### src/rtl/ddt_pkg.sv
package ddt_pkg;

    localparam int SYNC_STAGES = 2;

    typedef enum logic [2:0] {
        PH_SLEEP    = 3'd0,
        PH_LOW      = 3'd1,
        PH_GAP_RISE = 3'd2,
        PH_HIGH     = 3'd3,
        PH_GAP_FALL = 3'd4
    } phase_e;

    typedef struct packed {
        logic pwm;
        logic en;
        logic zv_main;
        logic zv_aux;
    } sense_t;

    typedef struct packed {
        logic main_on;
        logic aux_on;
        logic awake;
    } drive_req_t;

    localparam int SENSE_W = $bits(sense_t);

    function automatic logic aux_pin_level(input logic conducting, input logic invert,
                                           input logic oe);
        return oe & (conducting ^ invert);
    endfunction

endpackage

### src/rtl/ddt_sync.sv
module ddt_sync #(
    parameter int W      = 4,
    parameter int STAGES = 2
) (
    input  logic         clk,
    input  logic         rst,
    input  logic [W-1:0] d,
    output logic [W-1:0] q
);
    logic [W-1:0] pipe [STAGES];

    generate
        for (genvar i = 0; i < STAGES; i++) begin : g_stage
            always_ff @(posedge clk) begin
                if (rst) begin
                    pipe[i] <= '0;
                end else if (i == 0) begin
                    pipe[i] <= d;
                end else begin
                    pipe[i] <= pipe[(i == 0) ? 0 : i-1];
                end
            end
        end
    endgenerate

    assign q = pipe[STAGES-1];
endmodule

### src/rtl/ddt_gap_timer.sv
module ddt_gap_timer #(
    parameter int CW = 8
) (
    input  logic          clk,
    input  logic          rst,
    input  logic          load,
    input  logic          run,
    input  logic [CW-1:0] load_val,
    output logic          expired
);
    logic [CW-1:0] cnt;

    always_ff @(posedge clk) begin
        if (rst) begin
            cnt <= '0;
        end else if (load) begin
            cnt <= load_val;
        end else if (run && cnt != '0) begin
            cnt <= cnt - 1'b1;
        end
    end

    assign expired = (cnt == '0);

    // a running count steps down by exactly one per cycle
    p_count_step_r4: assert property (@(posedge clk) disable iff (rst)
        (run && !load && cnt != '0) |=> (cnt == $past(cnt) - 1'b1));

    // a load takes the programmed value
    p_load_value_r4: assert property (@(posedge clk) disable iff (rst)
        load |=> (cnt == $past(load_val)));
endmodule

### src/rtl/ddt_phase_seq.sv
module ddt_phase_seq
    import ddt_pkg::*;
#(
    parameter int CW = 8
) (
    input  logic          clk,
    input  logic          rst,
    input  sense_t        sn,
    input  logic [CW-1:0] rise_gap,
    input  logic [CW-1:0] fall_gap,
    output drive_req_t    req
);
    localparam int N_TMR = 2;
    localparam int T_RISE = 0;
    localparam int T_FALL = 1;

    phase_e        ph, ph_nxt;
    logic          t_load [N_TMR];
    logic          t_run  [N_TMR];
    logic          t_exp  [N_TMR];
    logic [CW-1:0] t_val  [N_TMR];

    assign t_val[T_RISE] = rise_gap;
    assign t_val[T_FALL] = fall_gap;

    generate
        for (genvar i = 0; i < N_TMR; i++) begin : g_tmr
            ddt_gap_timer #(.CW(CW)) i_tmr (
                .clk      (clk),
                .rst      (rst),
                .load     (t_load[i]),
                .run      (t_run[i]),
                .load_val (t_val[i]),
                .expired  (t_exp[i])
            );
        end
    endgenerate

    always_comb begin
        ph_nxt         = ph;
        t_load[T_RISE] = 1'b0;
        t_load[T_FALL] = 1'b0;
        t_run[T_RISE]  = 1'b0;
        t_run[T_FALL]  = 1'b0;
        if (!sn.en) begin
            ph_nxt = PH_SLEEP;
        end else begin
            unique case (ph)
                PH_SLEEP: begin
                    if (sn.pwm) begin
                        ph_nxt         = PH_GAP_RISE;
                        t_load[T_RISE] = 1'b1;
                    end else begin
                        ph_nxt = PH_LOW;
                    end
                end
                PH_LOW: begin
                    if (sn.pwm) begin
                        ph_nxt         = PH_GAP_RISE;
                        t_load[T_RISE] = 1'b1;
                    end
                end
                PH_GAP_RISE: begin
                    t_run[T_RISE] = 1'b1;
                    if (!sn.pwm) begin
                        ph_nxt         = PH_GAP_FALL;
                        t_load[T_FALL] = 1'b1;
                    end else if (sn.zv_main || t_exp[T_RISE]) begin
                        ph_nxt = PH_HIGH;
                    end
                end
                PH_HIGH: begin
                    if (!sn.pwm) begin
                        ph_nxt         = PH_GAP_FALL;
                        t_load[T_FALL] = 1'b1;
                    end
                end
                PH_GAP_FALL: begin
                    t_run[T_FALL] = 1'b1;
                    if (sn.pwm) begin
                        ph_nxt         = PH_GAP_RISE;
                        t_load[T_RISE] = 1'b1;
                    end else if (sn.zv_aux || t_exp[T_FALL]) begin
                        ph_nxt = PH_LOW;
                    end
                end
                default: ph_nxt = PH_SLEEP;
            endcase
        end
    end

    always_ff @(posedge clk) begin
        if (rst) begin
            ph <= PH_SLEEP;
        end else begin
            ph <= ph_nxt;
        end
    end

    assign req.main_on = (ph == PH_HIGH);
    assign req.aux_on  = (ph == PH_LOW);
    assign req.awake   = (ph != PH_SLEEP);

    // the rising gap holds while its timer still runs and no sense fires
    p_rise_hold_r2: assert property (@(posedge clk) disable iff (rst)
        (ph == PH_GAP_RISE && sn.en && sn.pwm && !sn.zv_main && !t_exp[T_RISE])
        |=> (ph == PH_GAP_RISE));

    // the falling gap holds while its timer still runs and no sense fires
    p_fall_hold_r3: assert property (@(posedge clk) disable iff (rst)
        (ph == PH_GAP_FALL && sn.en && !sn.pwm && !sn.zv_aux && !t_exp[T_FALL])
        |=> (ph == PH_GAP_FALL));

    // main zero-voltage sense ends the rising gap on the next cycle
    p_zv_main_r5: assert property (@(posedge clk) disable iff (rst)
        (ph == PH_GAP_RISE && sn.en && sn.pwm && sn.zv_main) |=> (ph == PH_HIGH));

    // auxiliary zero-voltage sense ends the falling gap on the next cycle
    p_zv_aux_r6: assert property (@(posedge clk) disable iff (rst)
        (ph == PH_GAP_FALL && sn.en && !sn.pwm && sn.zv_aux) |=> (ph == PH_LOW));

    // a fall during the rising gap cancels the main turn-on
    p_cancel_rise_r9: assert property (@(posedge clk) disable iff (rst)
        (ph == PH_GAP_RISE && sn.en && !sn.pwm) |=> (ph == PH_GAP_FALL));

    // a rise during the falling gap cancels the auxiliary turn-on
    p_cancel_fall_r10: assert property (@(posedge clk) disable iff (rst)
        (ph == PH_GAP_FALL && sn.en && sn.pwm) |=> (ph == PH_GAP_RISE));

    // the main phase is only ever entered through a gap
    p_main_via_gap_r11: assert property (@(posedge clk) disable iff (rst)
        (ph != PH_HIGH && ph_nxt == PH_HIGH) |-> (ph == PH_GAP_RISE));
endmodule

### src/rtl/ddt_drive_out.sv
module ddt_drive_out
    import ddt_pkg::*;
(
    input  logic       clk,
    input  logic       rst,
    input  drive_req_t req,
    input  logic       en_now,
    input  logic       aux_invert,
    output logic       main_drv,
    output logic       aux_drv,
    output logic       aux_oe
);
    logic main_q, aux_on_q, oe_q;

    always_ff @(posedge clk) begin
        if (rst) begin
            main_q   <= 1'b0;
            aux_on_q <= 1'b0;
            oe_q     <= 1'b0;
        end else begin
            main_q   <= req.main_on & en_now;
            aux_on_q <= req.aux_on & en_now;
            oe_q     <= req.awake & en_now;
        end
    end

    assign main_drv = main_q;
    assign aux_oe   = oe_q;
    assign aux_drv  = aux_pin_level(aux_on_q, aux_invert, oe_q);

    // reset clears every drive register
    p_reset_clear_r1: assert property (@(posedge clk)
        rst |=> (!main_q && !oe_q && !aux_on_q));

    // a sleeping enable forces main low and releases the auxiliary output
    p_sleep_force_r8: assert property (@(posedge clk) disable iff (rst)
        !en_now |=> (!main_q && !oe_q));

    // a released auxiliary output is driven at 0
    p_released_low_r7: assert property (@(posedge clk) disable iff (rst)
        !oe_q |-> !aux_drv);
endmodule

### src/rtl/dual_deadtime_driver.sv
module dual_deadtime_driver
    import ddt_pkg::*;
#(
    parameter int CNT_W = 8
) (
    input  logic             clk,
    input  logic             rst,
    input  logic             pwm_in,
    input  logic             enable_in,
    input  logic             zv_main_in,
    input  logic             zv_aux_in,
    input  logic [CNT_W-1:0] rise_gap,
    input  logic [CNT_W-1:0] fall_gap,
    input  logic             aux_invert,
    output logic             main_drv,
    output logic             aux_drv,
    output logic             aux_oe
);
    sense_t     raw, sn;
    drive_req_t req;

    assign raw.pwm     = pwm_in;
    assign raw.en      = enable_in;
    assign raw.zv_main = zv_main_in;
    assign raw.zv_aux  = zv_aux_in;

    ddt_sync #(.W(SENSE_W), .STAGES(SYNC_STAGES)) i_sync (
        .clk (clk),
        .rst (rst),
        .d   (raw),
        .q   (sn)
    );

    ddt_phase_seq #(.CW(CNT_W)) i_seq (
        .clk      (clk),
        .rst      (rst),
        .sn       (sn),
        .rise_gap (rise_gap),
        .fall_gap (fall_gap),
        .req      (req)
    );

    ddt_drive_out i_out (
        .clk        (clk),
        .rst        (rst),
        .req        (req),
        .en_now     (sn.en),
        .aux_invert (aux_invert),
        .main_drv   (main_drv),
        .aux_drv    (aux_drv),
        .aux_oe     (aux_oe)
    );

    // main drive and auxiliary conduction never overlap at the ports
    p_no_overlap_r11: assert property (@(posedge clk) disable iff (rst)
        !(main_drv && aux_oe && (aux_drv ^ aux_invert)));
endmodule

### config.mk
export PLATFORM = sky130hd
export DESIGN_NAME = dual_deadtime_driver
export DESIGN_NICKNAME = d
export VERILOG_FILES = /design/src/rtl/ddt_pkg.sv /design/src/rtl/ddt_sync.sv /design/src/rtl/ddt_gap_timer.sv /design/src/rtl/ddt_phase_seq.sv /design/src/rtl/ddt_drive_out.sv /design/src/rtl/dual_deadtime_driver.sv
export SDC_FILE = /design/constraint.sdc
export NUM_CORES = 1
export LEC_CHECK = 0
export ABC_AREA = 1
export BUFFER_PORTS_ARGS = -buffer_cell sky130_fd_sc_hd__buf_2
export CORE_MARGIN = 4
export CORE_UTILIZATION = 56
export DETAILED_ROUTE_END_ITERATION = 8
export PLACE_DENSITY = 0.87
export SLEW_MARGIN = 25
export SYNTH_ARGS = -nofsm -noshare
export SYNTH_HDL_FRONTEND = slang
export SYNTH_SLANG_ARGS = --single-unit
### constraint.sdc
create_clock -name clk -period 1.67 [get_ports clk]
set_input_delay 0.0835 -clock clk [delete_from_list [all_inputs] [get_ports clk]]
set_output_delay 0.0835 -clock clk [all_outputs]
set_load 0.005 [all_outputs]
==> metrics.md, run 1 <==
| Metric | Value |
|---|---|
| Max incr delay on CP | 0.40 ns |
| Final nets | 319 |
| CTS Root Cell | clkbuf_4 |
| Area growth from synthesis to layout | 14.2% |
| Worst slew margin | 76.7% |
| RSZ-0062 raised after global routing | no |
| GRT Residual Overflow | 0 |
| CP top delay family | simple AND/OR/NAND/NOR gates |
| Final Skew | 0.00901 ns |
| Die area | 3970 um2 |
| Wire per inst | 10.8 um |
| Status | complete, no violations |
| I/O Buffers | 25 |
| Critical Path Fanout Max | 12 |
| Mapped Area | 1700 um2 |
| DR pass1 iterations | 6 |
| Post-Synthesis Cells | 260 |
| Setup CP Type | reg2reg |
| # rows | 19 |
| Reg-to-reg startpoint | i_seq.ph[1] |
| Lkg Pwr | 0.953 nW |
| Tcrit/Tclk final | 90.2% |
| First-pass GRT wire length | 6.25 mm |
| Syn Nets | 287 |
| Setup crit start | i_seq.ph[1] |
| Largest net degree at the start of global routing | 20 |
| Pwr dens | 671 nW/um2 |
| TritonCTS buffer count | 5 |
| Share of post-route cells with drive strength above 1 | 16.0% |
| CTS resizes | 0 |
| Hold/Removal Path Class | in2reg |
| Clk slew on worst S/H paths | 0.10 ns |
| Final hold violations | 0 |
| Sequential cell area | 601 um2 |
| H-Tree Depth | 2 |
| CTS tree | built |
| # DRC | 0 |
| Slew Limit Fails | 0 |
| Crit path DAT | 1.73 ns |
| Vias in the first global route | 1539 |
| Post-route ant nets | 0 |
| Die height | 63.0 um |
| Detail Placement HPWL | 2.54 mm |
| Final setup viols | 0 |
| DR vias/cell | 5.01 |
| Average cell area after synthesis | 6.53 um2 |
| Maximum clock insertion buffer count | 2 |
| FF+latch count, synth | 30 |
| Ant. Diodes | 0 |
| Worst path most repeated cell | nor2_1 |
| Setup TNS | 0 ns |
| Crit end category | register |
| Worst Hold Launch | fall_gap[3] |
| Slew @ Worst Pin | 0.349 ns |
| Synth unique cells | 27 |
| Sequential cell area fraction in the yosys report | 35.4% |
| Minimum clock period | 1.51 ns |
| CTS Sinks | 30 |
| CP max stage cell | dfxtp_1 |
| Worst path bufs/invs | 2 |
| Util after Layout | 68.5% |
| Synth Warn # | 0 |
| Worst path required time | 1.89 ns |
| Initial antenna violation count | 0 |
| # IOs | 26 |
| Core area | 2830 um2 |
| Skew-Pair Late Insertion Delay | 0.33 ns |
| Worst vdd ir | 0.585 mV |
| Via count | 1623 |
| Fillers | 250 |
| CP cell instances | inv_2 > nor2_4 > nand3_2 > nand2_2 > clkinv_2 > nor2_1 > nor2_1 |
| Overall routing resource usage | 19.5% |
| Worst Setup Start Kind | register |
| GP Congestion | 0.852 |
| WL final | 3.49 mm |
| Die Width | 63.0 um |
| Starting Density | 60.0% |
| Multi-input logic area | 922 um2 |
| DRT iter0 DRCs | 81 |
| Max Cap Viol | 0 |
| Max Fclk | 664 MHz |
## tightest hold or removal path, stage by stage
cell and delay (ns):
buf_2 0.07, nand2_1 0.04, nand2_1 0.05, nor2_1 0.03
nor2_1 0.07
## report_power, final
group / internal, W / switching, W / total [W]
clock: 0.000202 / 0.000256 / 0.000458
sequential: 0.000728 / 0.00000735 / 0.000735
combinational: 0.0000495 / 0.0000578 / 0.000107
total: 0.000979 / 0.000321 / 0.00130
## synthesized netlist by cell type, drive strengths merged
library cell	count	share of area, %
nor2	61	15
nand2	53	13
inv	38	8.4
dfxtp	30	35
nand3	19	6.2
a21oi	16	4.7
o21ai	12	3.5
ha	4	2.9
o21bai	4	1.8
xor2	4	2.1
nand4	3	1.1
or2	3	1.1
a31oi	2	0.74
buf	2	1.1
clkbuf	2	0.44
nand3b	2	0.88
a21boi	1	0.44
clkinv	1	0.29
nor4	1	0.37
o22ai	1	0.37
xnor2	1	0.52
## sequential cells by signal, summed over array words and instances (netlist names)
| register | cells |
|---|---|
| i_seq.g_tmr.i_tmr.cnt | 16 |
| i_sync.pipe | 8 |
| i_seq.ph | 3 |
| i_out.aux_oe | 1 |
| i_out.aux_on_q | 1 |
| i_out.main_drv | 1 |
## final timing paths
path	to	slack (ns)	cells after the start
worst max register to register	i_seq.g_tmr[1].i_tmr.cnt[4]	0.16	7
worst max-delay path	i_seq.g_tmr[1].i_tmr.cnt[4]	0.16	7
worst min register to register	i_sync.pipe[1][2]	0.40	2
worst min-delay path	i_seq.g_tmr[1].i_tmr.cnt[3]	0.07	5
## through the flow
step	area (um2)	hold WS (ns)	instances	power, W	setup slack, ns
after floorplan	1700	0.190	260	0.000813	0.403
after global placement	1830	0.282	312	0.000847	0.257
after detailed placement	1830	0.289	312	0.000850	0.202
after CTS	1940	0.0564	324	0.00131	0.171
after global routing	1940	0.0924	324	0.00136	0.000661
final	1940	0.0664	324	0.00130	0.164
## cell usage in the layout (no fill, tap or decap), types with 3 or more instances in the layout
cell,n
inv_2,3
or2_0,3
dfxtp_1,30
xor2_1,4
nor2_1,58
dlygate4sd3_1,4
nand2_1,48
o21ai_0,12
o21bai_1,4
inv_1,35
nand4_1,3
nand2_2,4
clkbuf_4,5
ha_1,4
a21oi_1,16
nor2_4,3
buf_2,25
nand3_1,17
## per-layer routing
layer	part of all wire, %	routed length (um)	track usage, %
met1	48	1670	22.7
met2	45	1580	32.5
met3	5.3	186	5.58
met4	1.5	52	9.37
met5	0	0	0
## kinds of logic after synthesis
group,after synthesis,share of synthesized area [%]
AND/OR/NAND/NOR,142,37.2
buffers and inverters,43,10.3
AO/OA/AOI/OAI,36,11.6
XOR/XNOR,5,2.58
flip-flops,30,35.4
adder cells (fa/ha/maj),4,2.95
## repair_timing
action                                 4_1_cts  5_1_grt
setup buffers                                0        0
hold buffers                                 4        0
endpoints found under the hold margin        4        0
## area by class of cell
| type | instances | area share (%) |
|---|---|---|
| well taps | 31 | 2.00 |
| repair buffers | 29 | 8.52 |
| clock inverters | 2 | 0.646 |
| clock buffers | 6 | 2.65 |
| inverters | 39 | 7.62 |
| flip-flops and latches | 30 | 31.0 |
| multi-input cells | 187 | 47.6 |
No activity file was read; power rests on OpenSTA's default activity.
==> run 2, diff against run 1 <==
==> constraint.sdc (replaced) <==
create_clock -name clk -period 1.67 [get_ports clk]
set_input_delay 0.167 -clock clk [delete_from_list [all_inputs] [get_ports clk]]
set_output_delay 0.167 -clock clk [all_outputs]
set_load 0.005 [all_outputs]
==> metrics.md, run 2 (synthesized netlist as in run 1, its figures left out) <==
| Metric | Value |
|---|---|
| Pre-CTS setup slack | 0.202 ns (unchanged) |
| Multi-input logic area | 922 um2 (unchanged) |
| I/O Buffers | 25 (unchanged) |
| Max Fclk | 668 MHz (+0.56%) |
| Fillers | 258 (+3.2%) |
| Hold Buf Count CTS | 0 (-4) |
| Tcrit/Tclk final | 89.7% (-0.50 points) |
| Setup CP Type | reg2reg |
| Max Cap Viol | 0 (unchanged) |
| Sequential cell area | 601 um2 (unchanged) |
| Worst Setup Start Kind | register |
| Overall routing resource usage | 19.0% (-0.53 points) |
| Slew @ Worst Pin | 0.360 ns (+0.0106 ns) |
| Hold depth | 3 (-2) |
| Most common cell after layout, fill and taps aside | nor2_1 |
| DR pass1 iterations | 6 (unchanged) |
| Ant. Diodes | 0 (unchanged) |
| # IOs | 26 (unchanged) |
| Reg2reg path depth | 7 (unchanged) |
| Largest net degree at the start of global routing | 20 (unchanged) |
| Util after Layout | 67.1% (-1.4 points) |
| Die height | 63.0 um (unchanged) |
| Die area | 3970 um2 (unchanged) |
| Minimum clock period | 1.50 ns (-0.00839 ns) |
| Post-route ant nets | 0 (unchanged) |
| First-pass GRT wire length | 6.08 mm (-2.8%) |
| H-Tree Depth | 2 (unchanged) |
| Overall Power | 0.00130 W (-0.17%) |
| DRT iter0 DRCs | 88 (+8.6%) |
| Detail Placement HPWL | 2.54 mm (unchanged) |
| Slew Limit Fails | 0 (unchanged) |
| Vias in the first global route | 1500 (-2.5%) |
| Lkg Pwr | 0.936 nW (-1.8%) |
| Via count | 1602 (-1.3%) |
| # rows | 19 (unchanged) |
| Area growth from synthesis to layout | 11.9% |
| Wire per inst | 10.8 um (about the same) |
| Final hold violations | 0 (unchanged) |
| GRT Residual Overflow | 0 (unchanged) |
| Status | complete, no violations |
| TritonCTS buffer count | 5 (unchanged) |
| Worst Hold End | i_sync.pipe[0][2] |
| Worst Hold Launch | enable_in |
| CTS Root Cell | clkbuf_4 |
| Crit path DAT | 1.72 ns (about the same) |
| Crit end category | register |
| Reg2reg end | i_seq.g_tmr[1].i_tmr.cnt[2] |
| Pwr dens | 684 nW/um2 (+1.9%) |
| Max reg flops | 16 (unchanged) |
| Core area | 2830 um2 (unchanged) |
| Clk slew on worst S/H paths | 0.10 ns (about the same) |
| Post-route setup slack | 0.172 ns (+0.00839 ns) |
| Most frequent cells in the layout | nor2_1 (58), nand2_1 (48), inv_1 (35) |
| Reg with most FFs | i_seq.g_tmr.i_tmr.cnt |
| Worst slew margin | 76.0% (-0.70 points) |
| # Post-CTS Setup Buffers | 0 (unchanged) |
| Setup TNS | 0 ns (unchanged) |
| Worst path required time | 1.89 ns (about the same) |
| Worst hold slack | 0.0313 ns (-0.0351 ns) |
| Share of post-route cells with drive strength above 1 | 16.3% (+0.22 points) |
| GP Congestion | 0.852 (unchanged) |
| Maximum clock insertion buffer count | 2 (unchanged) |
| Leading registers by flop count | i_seq.g_tmr.i_tmr.cnt x16, i_sync.pipe x8, i_seq.ph x3 |
| Hold/Removal Path Class | in2reg |
| CTS tree | built |
| DR vias/cell | 5.01 (about the same) |
| CTS Sinks | 30 (unchanged) |
| WL final | 3.45 mm (-1.2%) |
| Final setup viols | 0 (unchanged) |
| Reg-to-reg startpoint | i_seq.ph[1] |
| Die Width | 63.0 um (unchanged) |
| R2r setup slk | 0.17 ns (about the same) |
| RSZ-0062 raised after global routing | no |
| Final nets | 315 (-1.3%) |
| Skew-Pair Late Insertion Delay | 0.33 ns (about the same) |
| Worst vdd ir | 0.583 mV (-0.33%) |
| Initial antenna violation count | 0 (unchanged) |
| # DRC | 0 (unchanged) |
| CTS resizes | 0 (unchanged) |
| Critical Path Fanout Max | 12 (unchanged) |
| Final Skew | 0.00729 ns (-0.00171 ns) |
| Starting Density | 60.0% (unchanged) |
## run 2: changes by cell type in the layout (fill, tap and decap cells not counted)
cell and delta:
dlygate4sd3_1 -4
## run 2: layer usage
layer  wire length (um)  vias to the layer above  GRT usage, %
li1                   -                      866             -
met1               1650                      684          22.4
met2               1510                       44          31.2
met3                226                        8          5.40
met4                 61                        0          9.37
met5                  0                        -             0
## run 2: report_power, final
part	total [W]	internal [W]	switching (W)	leakage, nW
sequential	0.000735	0.000728	0.00000735	0.244
clock	0.000463	0.000202	0.000261	0.0343
combinational	0.000100	0.0000434	0.0000566	0.658
## run 2: area by class of cell
type / instances / share of cell area [%]
multi-input combinational: 187 / 48.6
tap: 31 / 2.04
clock inverter: 2 / 0.659
inverter: 39 / 7.78
timing repair buffer: 25 / 6.59
clock buffer: 6 / 2.70
sequential: 30 / 31.6
## run 2: worst max-delay path, stage by stage (launching register included)
cell	delay [ns]
dfxtp_1	0.40
inv_2	0.08
nor2_4	0.14
nand3_2	0.22
nand2_2	0.24
clkinv_2	0.14
nor2_1	0.11
nor2_1	0.06
## run 2: worst max-delay path by stage
| stage | from | end | slack (ns) |
|---|---|---|---|
| 2_1_floorplan | i_seq.g_tmr[1].i_tmr.cnt[0] | i_seq.g_tmr[1].i_tmr.cnt[4] | 0.40 |
| 3_3_place_gp | i_seq.ph[1] | i_seq.g_tmr[1].i_tmr.cnt[4] | 0.26 |
| 3_5_place_dp | i_seq.ph[1] | i_seq.g_tmr[1].i_tmr.cnt[4] | 0.20 |
| 4_1_cts | i_seq.ph[1] | i_seq.g_tmr[1].i_tmr.cnt[3] | 0.17 |
| 5_1_grt | i_seq.ph[1] | i_seq.g_tmr[1].i_tmr.cnt[3] | 0.0007 |
| 6_report | i_seq.ph[1] | i_seq.g_tmr[1].i_tmr.cnt[2] | 0.17 |
## run 2: through the flow
stage / instance area, um2 / instances
detailed placement: 1830 / 312
floorplan: 1700 / 260
global placement: 1830 / 312
CTS: 1900 / 320
global route: 1900 / 320
finish: 1900 / 320
